### config.mk
export PLATFORM = sky130hd
export DESIGN_NAME = fsk_byte_reader
export DESIGN_NICKNAME = d
export VERILOG_FILES = /design/src/rtl/fbr_pkg.sv /design/src/rtl/fbr_edge_sync.sv /design/src/rtl/fbr_framer.sv /design/src/rtl/fbr_readout.sv /design/src/rtl/fsk_byte_reader.sv
export SDC_FILE = /design/constraint.sdc
export NUM_CORES = 1
export LEC_CHECK = 0
export ABC_CLOCK_PERIOD_IN_PS = 5300
export BUFFER_PORTS_ARGS = -buffer_cell sky130_fd_sc_hd__buf_2
export CAP_MARGIN = 5
export CORE_MARGIN = 3
export CORE_UTILIZATION = 40
export DETAILED_ROUTE_END_ITERATION = 6
export PLACE_DENSITY_LB_ADDON = 0.3
export SLEW_MARGIN = 20
export SYNTH_ARGS = -nofsm -noshare
export SYNTH_HDL_FRONTEND = slang
export SYNTH_SLANG_ARGS = --single-unit
### constraint.sdc
create_clock -name clk -period 5.3 [get_ports clk]
set_input_delay 1.06 -clock clk [delete_from_list [all_inputs] [get_ports clk]]
set_output_delay 1.06 -clock clk [all_outputs]
set_load 0.01 [all_outputs]
### src/rtl/fbr_pkg.sv
package fbr_pkg;

    localparam int WORD_BITS = 8;

    typedef logic [WORD_BITS-1:0] word_t;

    typedef enum logic [1:0] {
        FR_IDLE,
        FR_START,
        FR_DATA,
        FR_STOP
    } frame_state_e;

    typedef struct packed {
        logic  valid;
        word_t data;
    } word_evt_t;

    function automatic int half_of(input int n);
        return (n / 2 < 1) ? 1 : n / 2;
    endfunction

endpackage

### src/rtl/fbr_edge_sync.sv
module fbr_edge_sync #(
    parameter int STAGES = 2
) (
    input  logic clk,
    input  logic rst,
    input  logic async_in,
    output logic rise
);
    localparam int DEPTH = STAGES + 1;

    logic [DEPTH-1:0] pipe;

    always_ff @(posedge clk) begin
        if (rst) begin
            pipe <= '0;
        end else begin
            pipe <= {pipe[DEPTH-2:0], async_in};
        end
    end

    assign rise = pipe[DEPTH-2] & ~pipe[DEPTH-1];
endmodule

### src/rtl/fbr_framer.sv
module fbr_framer
    import fbr_pkg::*;
#(
    parameter int BIT_CLKS = 16
) (
    input  logic      clk,
    input  logic      rst,
    input  logic      enable,
    input  logic      rx_bit,
    output word_evt_t evt
);
    localparam int HALF = half_of(BIT_CLKS);
    localparam int CW   = $clog2(BIT_CLKS + 1);
    localparam int IW   = $clog2(WORD_BITS);

    frame_state_e  st;
    logic [CW-1:0] cnt;
    logic [IW-1:0] idx;
    word_t         acc;
    logic          at_mid;
    logic          at_half;
    logic          last_bit;

    assign at_mid   = (cnt == CW'(BIT_CLKS));
    assign at_half  = (cnt == CW'(HALF));
    assign last_bit = (idx == IW'(WORD_BITS - 1));

    assign evt.valid = enable && (st == FR_DATA) && at_mid && last_bit;
    assign evt.data  = {rx_bit, acc[WORD_BITS-1:1]};

    always_ff @(posedge clk) begin
        if (rst || !enable) begin
            st  <= FR_IDLE;
            cnt <= '0;
            idx <= '0;
            if (rst) acc <= '0;
        end else begin
            unique case (st)
                FR_IDLE: begin
                    cnt <= CW'(1);
                    if (!rx_bit) st <= FR_START;
                end
                FR_START: begin
                    if (at_half) begin
                        if (!rx_bit) begin
                            st  <= FR_DATA;
                            cnt <= CW'(1);
                            idx <= '0;
                        end else begin
                            st <= FR_IDLE;
                        end
                    end else begin
                        cnt <= cnt + CW'(1);
                    end
                end
                FR_DATA: begin
                    if (at_mid) begin
                        acc <= {rx_bit, acc[WORD_BITS-1:1]};
                        cnt <= CW'(1);
                        if (last_bit) st <= FR_STOP;
                        else          idx <= idx + IW'(1);
                    end else begin
                        cnt <= cnt + CW'(1);
                    end
                end
                FR_STOP: begin
                    if (at_mid) st <= FR_IDLE;
                    else        cnt <= cnt + CW'(1);
                end
                default: st <= FR_IDLE;
            endcase
        end
    end
endmodule

### src/rtl/fbr_readout.sv
module fbr_readout
    import fbr_pkg::*;
#(
    parameter int BIT_CLKS = 16
) (
    input  logic      clk,
    input  logic      rst,
    input  logic      pwr_down,
    input  word_evt_t evt,
    input  logic      host_rise,
    output logic      data_out,
    output logic      ready_n
);
    localparam int HALF = half_of(BIT_CLKS);
    localparam int DW   = $clog2(HALF + 1);
    localparam int SW   = $clog2(WORD_BITS);

    word_t         sr;
    logic [SW-1:0] adv;
    logic [DW-1:0] dcnt;

    assign data_out = sr[0];

    always_ff @(posedge clk) begin
        if (rst) begin
            sr      <= '0;
            adv     <= '0;
            dcnt    <= '0;
            ready_n <= 1'b1;
        end else begin
            if (evt.valid) begin
                sr  <= evt.data;
                adv <= '0;
            end else if (host_rise && adv != SW'(WORD_BITS - 1)) begin
                sr  <= {1'b0, sr[WORD_BITS-1:1]};
                adv <= adv + SW'(1);
            end

            if (pwr_down) begin
                ready_n <= 1'b1;
            end else if (evt.valid) begin
                ready_n <= 1'b0;
                dcnt    <= '0;
            end else if (!ready_n) begin
                if (host_rise || dcnt == DW'(HALF - 1)) ready_n <= 1'b1;
                else                                    dcnt    <= dcnt + DW'(1);
            end
        end
    end
endmodule

### src/rtl/fsk_byte_reader.sv
module fsk_byte_reader
    import fbr_pkg::*;
#(
    parameter int BIT_CLKS    = 41667,
    parameter int SYNC_STAGES = 2
) (
    input  logic clk,
    input  logic rst,
    input  logic pwr_down,
    input  logic rx_bit,
    input  logic carrier_ok,
    input  logic host_clk,
    output logic rd_data,
    output logic ready_n
);
    word_evt_t evt;
    logic      host_rise;
    logic      enable;

    assign enable = carrier_ok & ~pwr_down;

    fbr_edge_sync #(.STAGES(SYNC_STAGES)) u_sync (
        .clk      (clk),
        .rst      (rst),
        .async_in (host_clk),
        .rise     (host_rise)
    );

    fbr_framer #(.BIT_CLKS(BIT_CLKS)) u_framer (
        .clk    (clk),
        .rst    (rst),
        .enable (enable),
        .rx_bit (rx_bit),
        .evt    (evt)
    );

    fbr_readout #(.BIT_CLKS(BIT_CLKS)) u_readout (
        .clk       (clk),
        .rst       (rst),
        .pwr_down  (pwr_down),
        .evt       (evt),
        .host_rise (host_rise),
        .data_out  (rd_data),
        .ready_n   (ready_n)
    );
endmodule

==> results by group, run 1 <==
Run status
  • Status: finished, final reports clean

CTS
  • Resize count post-CTS: 0
  • CTS max path bufs: 2
  • Clock sink count: 58
  • Setup repair bufs after CTS: 0
  • Worst-path clk slew: 0.07 ns
  • Hold-fix buffers, CTS: 0
  • H-tree lvl count: 3
  • CTS Buf Count: 9
  • CTS tree: built
  • Worst skew pair latency: 0.33 ns
  • CTS root buffer: clkbuf_8

Synth
  • Top_reg_cell synth: dfxtp_1
  • Distinct cells, synth: 52
  • Top cell type's share of synthesized area: 37.0%
  • Most instantiated library cell after synthesis: nor2_1
  • Synth warn: 0
  • Synthesized area per cell: 9.38 µm²
  • Post-synth EDFFs: 7
  • Async S/R FF share, synth: 0%
  • FF+latch count, synth: 58
  • Dominant cell type by area after synthesis: dfxtp_1
  • Most common library cells after synthesis: nor2_1, dfxtp_1, xnor2_1
  • Syn nets: 308
  • Largest cells by area after synthesis: dfxtp_1, edfxtp_1, nor2_1, xnor2_1, mux2i_1
  • Sequential area share after synthesis: 44.6%
  • Post-synthesis cell area: 0.00276 mm²
  • Gate Count Post-Synth: 294

Setup path
  • Slowest stage delay, CP: 0.67 ns
  • Worst r2r path cells: 6
  • Worst Setup Path Type: flop to flop
  • Crit path DAT: 3.09 ns
  • CP Buf/Inv Count: 0
  • Critical Path RT: 5.49 ns
  • Critical Path End Type: flop
  • Delay-heaviest family, CP: simple AND/OR/NAND/NOR gates
  • Critical path's slowest cell: nand2b_1
  • Crit Path Max Fanout: 25
  • Reg2reg end: u_readout.dcnt[7]$_SDFFE_PP0P_
  • Crit path from: u_framer.cnt[0]$_SDFFE_PP0P_
  • Critical Path Start Type: flop
  • R2r startpoint: u_framer.cnt[0]$_SDFFE_PP0P_
  • R2R Setup Slk: 2.41 ns
  • CP cell instances: ha_1, or4b_1, nor4_4, nand3_2, nand2b_1, nor2_1
  • Stages on worst setup path: 6

Timing
  • TNS Setup: 0 ns
  • FMAX: 346 MHz
  • Fin crit share: 54.5%
  • Tmin final: 2.89 ns
  • Fin. max-slew vios: 0
  • Final setup fails: 0
  • Layout Skew: 0.0109 ns
  • Hold Worst Slack: 0.432 ns
  • Max_slew headroom: 42.6%
  • Worst-margin pin slew: 0.858 ns
  • Final Hold Fails: 0
  • Unrepaired setup endpoints after global routing: false

Die
  • Die area: 0.00793 mm²
  • Initial core utilization: 42.2%
  • Die width: 89.1 µm
  • Die Y-Extent: 89.1 µm
  • Core area: 0.00653 mm²
  • Top Ports: 8
  • Rows: 29

Global routing
  • Tot GR Track Use: 14.4%
  • Pin count of the biggest net entering global routing: 26
  • Global-route wire length before repair: 8840 µm
  • Vias in the first global route: 1966
  • GRT overflow: 0
  • Initial antenna violation count: 0

Detailed routing
  • Drc violations: 0
  • Vias: 2028
  • Avg WL per Cell: 13.4 µm
  • Drt via density: 5.30
  • DRT Pass-1 Iters: 4
  • Final ANT Viol Nets: 0
  • WL final: 5140 µm
  • 1st-iter DRT viols: 101

Placed design
  • Dpl cell area: 0.00283 mm²
  • Port bufs: 7
  • Post-DP HPWL: 3460 µm
  • Gpl congestion: 0.792

Worst hold path
  • Worst hold start: u_sync.pipe[0]$_SDFF_PP0_
  • Hold Crit Depth: 1
  • Worst hold-check path type: flop to flop
  • Hold EP: u_sync.pipe[1]$_SDFF_PP0_

Finish
  • Final instance area: 0.00304 mm²
  • Fillcell total: 637
  • Layout Nets: 315
  • Synthesis-to-finish area growth: 10.2%
  • Layout cells sized above 1: 11.8%
  • Antenna fix cells: 0
  • Final core utilization: 46.6%

Power and ir drop
  • Pwr per Cell Area: 291 mW/mm²
  • Leakage: 1.04 nW
  • Worst VDD drop: 0.136 mV

Run
  • Max-Cap Viols: 0
## worst max path at each step
stage / end / slack (ns)
after global placement: u_readout.dcnt[0]$_SDFFE_PP0P_ / 2.48
after CTS: u_readout.dcnt[0]$_SDFFE_PP0P_ / 2.34
final: u_readout.dcnt[7]$_SDFFE_PP0P_ / 2.41
after global routing: u_readout.dcnt[7]$_SDFFE_PP0P_ / 2.11
after floorplan: u_framer.cnt[1]$_SDFFE_PP0P_ / 3.02
after detailed placement: u_readout.dcnt[0]$_SDFFE_PP0P_ / 2.35
## sequential cells by signal, summed over array words and instances (netlist names), named ones only
name               flops
u_framer.idx           3
u_framer.cnt          16
u_framer.acc           7
u_readout.adv          3
u_framer.st            1
u_readout.sr           8
u_readout.ready_n      1
u_sync.pipe            3
u_readout.dcnt        15
## through the flow
stage          total power, mW  instances  worst slack (ns)
6_report                 0.886        383              2.41
5_1_grt                  0.922        383              2.11
4_1_cts                  0.901        383              2.34
3_5_place_dp             0.481        367              2.35
2_1_floorplan            0.474        294              3.02
3_3_place_gp             0.480        367              2.48
## kinds of logic (layout without fill, tap and decap cells)
group           Yosys count  count (layout)  share of synthesized area, %
buf+inv                  17              29                          2.86
fa+ha+maj                 8               8                          3.63
mux                      13              13                          4.76
simple gates            135             135                          26.4
flops                    58              58                          44.6
xor+xnor                 28              28                          8.89
compound gates           35              35                          8.80
## layer usage
metal | vias to the layer above | global-route usage (%) | wire, µm | part of all wire (%)
met2 | 23 | 23.6 | 2370 | 46
met1 | 958 | 17.4 | 2570 | 50
met3 | 4 | 5.90 | 171 | 3.3
met4 | 0 | 4.06 | 35 | 0.68
li1 | 1043 | - | - | -
met5 | - | 0 | 0 | 0
## power by group
group	internal, mW	total, mW	switching, mW
Combinational	0.00739	0.0188	0.0114
Clock	0.242	0.415	0.173
Sequential	0.449	0.452	0.00279
## final cells by class
cell class                 count  area, µm²  share of cell area [%]
multi-input combinational    219       1450                    47.7
sequential                    58       1230                    40.5
clock buffer                  12        155                    5.10
tap                           77       96.3                    3.17
clock inverter                 4       48.8                    1.60
timing repair buffer           7       35.0                    1.15
inverter                       6       22.5                   0.741
## worst reg2reg max path: stages (launching register included)
cell and delay, ns:
dfxtp_1 0.41, ha_1 0.22, or4b_1 0.51, nor4_4 0.37, nand3_2 0.46, nand2b_1 0.67, nor2_1 0.13
## layout by cell type (no fill, tap or decap), types with 2 or more instances in the layout
cell type | synthesis | final
o21ai_0 | 3 | 3
buf_2 | 3 | 7
nor4_1 | 2 | 2
ha_1 | 8 | 8
a21oi_1 | 9 | 9
clkbuf_8 | 0 | 11
a21o_1 | 2 | 2
edfxtp_1 | 7 | 7
xnor2_1 | 15 | 15
xor2_1 | 13 | 13
and3_1 | 7 | 7
nand4_1 | 5 | 5
or3b_2 | 2 | 2
nand2_1 | 13 | 13
inv_1 | 6 | 6
nor2b_1 | 8 | 7
nor2_1 | 52 | 52
nor3_1 | 4 | 4
nand3_1 | 13 | 13
dfxtp_1 | 51 | 51
nor3b_1 | 3 | 3
mux2i_1 | 12 | 12
o2111ai_1 | 3 | 3
a211oi_1 | 11 | 11
nand3b_1 | 2 | 2
and2_1 | 9 | 9
No activity file was read; power rests on OpenSTA's default activity.
==> run 2, diff against run 1 <==
--- a/config.mk
+++ b/config.mk
@@ -5,7 +5,7 @@
 export SDC_FILE = /design/constraint.sdc
 export NUM_CORES = 1
 export LEC_CHECK = 0
-export ABC_CLOCK_PERIOD_IN_PS = 5300
+export ABC_CLOCK_PERIOD_IN_PS = 2400
 export BUFFER_PORTS_ARGS = -buffer_cell sky130_fd_sc_hd__buf_2
 export CAP_MARGIN = 5
 export CORE_MARGIN = 3
==> constraint.sdc (replaced) <==
create_clock -name clk -period 2.4 [get_ports clk]
set_input_delay 0.48 -clock clk [delete_from_list [all_inputs] [get_ports clk]]
set_output_delay 0.48 -clock clk [all_outputs]
set_load 0.01 [all_outputs]
==> run 2 against run 1 <==
Net effect: clock-buffer cell count decreased by 3; register-to-register slack got worse by 2.3 ns; clock power increased to 2.6 times the previous value; first-iteration DRC count decreased by 35%; critical path depth increased by 1; via count increased by 1.1%; flip-flop and latch count unchanged; non-clock buffer count increased by 9; largest power group is now the clock network; highest routed layer unchanged.
==> results by group, run 2 (synthesis gave the netlist of run 1 again) <==
Global routing
  • GRT overflow: 0 (unchanged)
  • Pin count of the biggest net entering global routing: 19 (-27%)
  • Initial antenna violation count: 0 (unchanged)
  • Vias in the first global route: 1923 (-2.2%)
  • Global-route wire length before repair: 8650 µm (-2.2%)
  • Tot GR Track Use: 14.1% (-0.24 points)

Detailed routing
  • Drc violations: 0 (unchanged)
  • DRT Pass-1 Iters: 4 (unchanged)
  • Drt via density: 5.23 (-1.2%)
  • WL final: 5000 µm (-2.7%)
  • Avg WL per Cell: 12.8 µm (-5.0%)
  • 1st-iter DRT viols: 66 (-35%)
  • Final ANT Viol Nets: 0 (unchanged)
  • Vias: 2051 (+1.1%)

Finish
  • Most frequent cells in the layout: nor2_1, dfxtp_1, xnor2_1
  • Final instance area: 0.00317 mm² (+4.3%)
  • Most common cell after layout, fill and taps aside: nor2_1
  • Largest register FFs: 16 (unchanged)
  • Layout Nets: 324 (+2.9%)
  • Layout cells sized above 1: 15.2% (+3.5 points)
  • Top flop regs: u_framer.cnt (16), u_readout.dcnt (15), u_readout.sr (8)
  • Antenna fix cells: 0 (unchanged)
  • Largest register by flop count: u_framer.cnt
  • Synthesis-to-finish area growth: 15.0%

Worst hold path
  • Worst hold-check path type: input port to flop
  • Hold EP: u_sync.pipe[0]$_SDFF_PP0_
  • Worst hold start: host_clk
  • Hold Crit Depth: 2 (+1)

Timing
  • Final WS setup: 0.0943 ns (-2.32 ns)
  • Worst-margin pin slew: 0.515 ns (-0.344 ns)
  • Fin. max-slew vios: 0 (unchanged)
  • Fin crit share: 96.1% (+42 points)
  • Max_slew headroom: 65.6% (+23 points)
  • Unrepaired setup endpoints after global routing: false
  • Final setup fails: 0 (unchanged)
  • TNS Setup: 0 ns (unchanged)
  • Layout Skew: 0.00749 ns (-0.00340 ns)
  • Tmin final: 2.31 ns (-0.585 ns)
  • FMAX: 434 MHz (+25%)
  • Hold Worst Slack: 0.378 ns (-0.0532 ns)
  • Final Hold Fails: 0 (unchanged)

Placed design
  • Dpl cell area: 0.00291 mm² (+2.8%)
  • Port bufs: 7 (unchanged)
  • Gpl congestion: 0.793 (about the same)
  • Post-DP HPWL: 3480 µm (+0.52%)
  • Setup WS pre-CTS: -0.00408 ns (-2.35 ns)

Power and ir drop
  • Leakage: 1.12 nW (+7.9%)
  • Pwr per Cell Area: 674 mW/mm² (+130%)
  • Worst VDD drop: 0.352 mV (+160%)
  • Power Total: 2.14 mW (+140%)

Die
  • Top Ports: 8 (unchanged)
  • Initial core utilization: 42.2% (unchanged)
  • Die Y-Extent: 89.1 µm (unchanged)
  • Rows: 29 (unchanged)
  • Die area: 0.00793 mm² (unchanged)
  • Die width: 89.1 µm (unchanged)
  • Core area: 0.00653 mm² (unchanged)

Run
  • Max-Cap Viols: 0 (unchanged)

CTS
  • Clock sink count: 58 (unchanged)
  • CTS Buf Count: 9 (unchanged)
  • H-tree lvl count: 3 (unchanged)
  • CTS max path bufs: 2 (unchanged)
  • CTS root buffer: clkbuf_8
  • Worst skew pair latency: 0.34 ns (about the same)
  • CTS tree: built
  • Worst-path clk slew: 0.07 ns (about the same)
  • Setup repair bufs after CTS: 0 (unchanged)

Setup path
  • Crit path DAT: 2.58 ns (-0.51 ns)
  • Worst Setup Path Type: flop to flop
  • Critical Path Start Type: flop
  • R2r startpoint: u_framer.cnt[1]$_SDFFE_PP0P_
  • R2R Setup Slk: 0.09 ns (-2.32 ns)
  • Critical Path RT: 2.67 ns (-2.82 ns)
  • Critical Path End Type: flop
  • Worst r2r path cells: 7 (+1)
  • Reg2reg end: u_framer.cnt[1]$_SDFFE_PP0P_
  • Crit Path Max Fanout: 4 (-84%)

Run status
  • Status: finished, final reports clean
[run 2: cell types whose count changed in the layout (fill, tap and decap cells not counted), moves of 2 or more]
cell / delta
buf_4: +8
bufinv_16: +2
clkbuf_8: -2
clkinv_4: +2
dfxtp_1: -2
dfxtp_2: +2
[run 2: power breakdown]
group / total [mW] / switching, mW / leakage (nW) / internal [mW]
registers: 0.997 / 0.00582 / 0.484 / 0.991
logic: 0.0473 / 0.0265 / 0.517 / 0.0208
clock network: 1.09 / 0.404 / 0.123 / 0.689
total: 2.14 / 0.436 / 1.12 / 1.70
[run 2: worst max-delay path by stage]
stage                                             from                            to  slack, ns  depth (start not counted)
after floorplan           u_framer.cnt[0]$_SDFFE_PP0P_  u_framer.cnt[1]$_SDFFE_PP0P_       0.12                          6
after global placement    u_framer.cnt[0]$_SDFFE_PP0P_  u_framer.cnt[1]$_SDFFE_PP0P_       0.05                          6
after detailed placement  u_framer.cnt[0]$_SDFFE_PP0P_  u_framer.cnt[1]$_SDFFE_PP0P_     -0.004                          6
after CTS                 u_framer.cnt[1]$_SDFFE_PP0P_  u_framer.cnt[1]$_SDFFE_PP0P_       0.03                          7
after global routing      u_framer.cnt[1]$_SDFFE_PP0P_  u_framer.idx[1]$_SDFFE_PP0P_      0.005                          8
final                     u_framer.cnt[1]$_SDFFE_PP0P_  u_framer.cnt[1]$_SDFFE_PP0P_       0.09                          7
[run 2: cell type report]
cell class	instances	area (µm²)
Timing Repair Buffer	16	115
Clock buffer	9	124
Sequential cell	58	1230
Clock inverter	7	118
Fill cell	625	3360
Inverter	6	22.5
Multi-Input combinational cell	219	1460
Tap cell	77	96.3
[run 2: metrics by stage]
stage | instances | utilization [%]
global route | 392 | 48.6
detailed placement | 376 | 44.6
floorplan | 294 | -
CTS | 392 | 48.3
finish | 392 | 48.6
global placement | 376 | 44.6
[run 2: per-layer routing]
| layer | up-vias | routed length [µm] | GRT usage [%] |
|---|---|---|---|
| li1 | 1062 | - | - |
| met1 | 955 | 2460 | 17.3 |
| met2 | 32 | 2280 | 22.5 |
| met5 | - | 0 | 0 |
| met3 | 2 | 237 | 6.36 |
| met4 | 0 | 23 | 4.06 |
[run 2: critical path: stages, from the launching register on]
cell	delay, ns
dfxtp_2	0.34
inv_1	0.07
ha_1	0.13
or4b_2	0.57
or4_4	0.46
a2bb2o_2	0.28
mux2_2	0.33
nor2_1	0.07
[run 2: timing repair]
action                     4_1_cts  5_1_grt
gates resized for setup          1        4
hold buffers                     0        0
setup endpoints to repair        1       23
==> run 3, diff against run 2 <==
--- a/config.mk
+++ b/config.mk
@@ -8,8 +8,10 @@
 export ABC_CLOCK_PERIOD_IN_PS = 2400
 export BUFFER_PORTS_ARGS = -buffer_cell sky130_fd_sc_hd__buf_2
 export CAP_MARGIN = 5
-export CORE_MARGIN = 3
-export CORE_UTILIZATION = 40
+export CELL_PAD_IN_SITES_DETAIL_PLACEMENT = 1
+export CELL_PAD_IN_SITES_GLOBAL_PLACEMENT = 2
+export CORE_MARGIN = 2
+export CORE_UTILIZATION = 36
 export DETAILED_ROUTE_END_ITERATION = 6
 export PLACE_DENSITY_LB_ADDON = 0.3
 export SLEW_MARGIN = 20
==> run 3 against run 2 <==
Net effect: core utilization shrank 4.7 points; fmax down 1.0%; critical path depth unchanged; combinational power grew 5.1%; clock-buffer cell count unchanged; power shrank 4.5%; setup slack got worse by 0.024 ns; critical endpoint unchanged; largest cell class unchanged.
==> results by group, run 3 (synthesis gave the netlist of run 1 again) <==
Placed design
  • DP Cell Count: 401 (+6.6%)
  • Post-DP HPWL: 4210 µm (+21%)
  • Port bufs: 7 (unchanged)
  • Gpl congestion: 0.747 (-5.7%)
  • Dpl cell area: 0.00296 mm² (+1.7%)
  • Setup WS pre-CTS: -0.00514 ns (-0.00106 ns)

Setup path
  • Critical Path End Type: flop
  • Critical Path RT: 2.67 ns (about the same)
  • Crit path DAT: 2.60 ns (+0.02 ns)
  • Crit Path Max Fanout: 4 (unchanged)
  • Worst Setup Path Type: flop to flop
  • Critical Path Start Type: flop

Detailed routing
  • Final ANT Viol Nets: 0 (unchanged)
  • Avg WL per Cell: 14.3 µm (+12%)
  • Drt via density: 5.05 (-3.6%)
  • Drc violations: 0 (unchanged)
  • WL final: 5960 µm (+19%)
  • 1st-iter DRT viols: 63 (-4.5%)
  • Vias: 2109 (+2.8%)
  • DRT Pass-1 Iters: 4 (unchanged)

Finish
  • Most frequent cells in the layout: nor2_1, dfxtp_1, xnor2_1
  • Largest register by flop count: u_framer.cnt
  • Largest register FFs: 16 (unchanged)
  • Layout Nets: 328 (+1.2%)
  • Layout cells sized above 1: 16.6% (+1.4 points)
  • Antenna fix cells: 0 (unchanged)
  • Final instance area: 0.00322 mm² (+1.4%)
  • Final core utilization: 43.9% (-4.7 points)
  • Top flop regs: u_framer.cnt (16), u_readout.dcnt (15), u_readout.sr (8)
  • Filler-free cell count of the finished design: 418 (+6.6%)
  • Synthesis-to-finish area growth: 16.6%
  • Most common cell after layout, fill and taps aside: nor2_1

Timing
  • Fin. max-slew vios: 0 (unchanged)
  • Hold Worst Slack: 0.381 ns (+0.00251 ns)
  • FMAX: 429 MHz (-1.0%)
  • Tmin final: 2.33 ns (+0.0242 ns)
  • Worst-margin pin slew: 0.761 ns (+0.246 ns)
  • Final setup fails: 0 (unchanged)
  • Final Hold Fails: 0 (unchanged)
  • Layout Skew: 0.00883 ns (+0.00134 ns)
  • Fin crit share: 97.1% (+1.0 points)
  • Unrepaired setup endpoints after global routing: true
  • TNS Setup: 0 ns (unchanged)
  • Max_slew headroom: 49.0% (-17 points)
  • Final WS setup: 0.0701 ns (-0.0242 ns)

CTS
  • H-tree lvl count: 3 (unchanged)
  • CTS tree: built
  • CTS max path bufs: 2 (unchanged)
  • Worst skew pair latency: 0.35 ns (about the same)
  • Clock sink count: 58 (unchanged)
  • Worst-path clk slew: 0.06 ns (about the same)
  • CTS Buf Count: 9 (unchanged)
  • CTS root buffer: clkbuf_8

Die
  • Top Ports: 8 (unchanged)
  • Die width: 91.5 µm (+2.8%)
  • Die Y-Extent: 91.5 µm (+2.8%)
  • Initial core utilization: 37.6% (-4.6 points)
  • Rows: 31 (+6.9%)
  • Core area: 0.00733 mm² (+12%)
  • Die area: 0.00838 mm² (+5.7%)

Global routing
  • Pin count of the biggest net entering global routing: 19 (unchanged)
  • Met2 Use GR: 25.9% (+3.3 points)
  • Global-route wire length before repair: 10500 µm (+22%)
  • Busiest grt layer: met2
  • Initial antenna violation count: 0 (unchanged)
  • Met3 Track Usage GR: 5.31% (-1.0 points)
  • Vias in the first global route: 2222 (+16%)
  • GRT overflow: 0 (unchanged)
  • Tot GR Track Use: 15.8% (+1.6 points)
  • Met1 Resource Use GR: 19.2% (+1.8 points)

Power and ir drop
  • Worst VDD drop: 0.438 mV (+24%)
  • Power Total: 2.04 mW (-4.5%)
  • Pwr per Cell Area: 634 mW/mm² (-5.9%)
  • Leakage: 1.13 nW (+0.70%)

Run
  • Max-Cap Viols: 0 (unchanged)

Worst hold path
  • Worst hold-check path type: input port to flop

Run status
  • Status: finished, final reports clean
==> run 3: routing by layer <==
metal / up-vias / part of all wire (%) / wire [µm]
li1: 1072 / - / -
met1: 1013 / 48 / 2850
met2: 15 / 48 / 2840
met3: 9 / 3.0 / 181
met4: 0 / 1.4 / 86
met5: - / 0 / 0
==> run 3: area by class of cell <==
class	instances	area, µm²
Sequential cell	58	1240
Tap cell	99	124
Fill cell	831	4110
Clock inverter	7	93.8
Timing Repair Buffer	20	145
Multi-Input combinational cell	219	1470
Inverter	6	22.5
Clock buffer	9	124
==> run 3: worst max-delay path: stages (launching register included) <==
cell      delay, ns
dfxtp_2        0.34
inv_1          0.07
ha_1           0.13
or4b_2         0.57
or4_4          0.45
a2bb2o_2       0.28
mux2_2         0.33
nor2_1         0.09
==> run 3: where the power goes <==
| part | leakage (nW) | internal, mW | switching (mW) | total (mW) |
|---|---|---|---|---|
| logic | 0.541 | 0.0216 | 0.0281 | 0.0497 |
| registers | 0.484 | 0.990 | 0.00629 | 0.997 |
| clock network | 0.107 | 0.582 | 0.412 | 0.994 |
| total | 1.13 | 1.59 | 0.446 | 2.04 |
==> run 3: path summary, 6_finish.rpt <==
path	depth (start not counted)	end	from	slack [ns]
worst min-delay path	2	u_sync.pipe[0]$_SDFF_PP0_	host_clk	0.38
worst min register to register	1	u_sync.pipe[1]$_SDFF_PP0_	u_sync.pipe[0]$_SDFF_PP0_	0.44
worst max register to register	7	u_framer.cnt[1]$_SDFFE_PP0P_	u_framer.cnt[1]$_SDFFE_PP0P_	0.07
worst max-delay path	7	u_framer.cnt[1]$_SDFFE_PP0P_	u_framer.cnt[1]$_SDFFE_PP0P_	0.07
==> run 3: what timing repair did <==
item,4_1_cts,5_1_grt
setup buffers,0,1
endpoints found under the setup margin,1,29
gates resized for setup,2,7
pin swaps,0,1
hold buffers,0,0
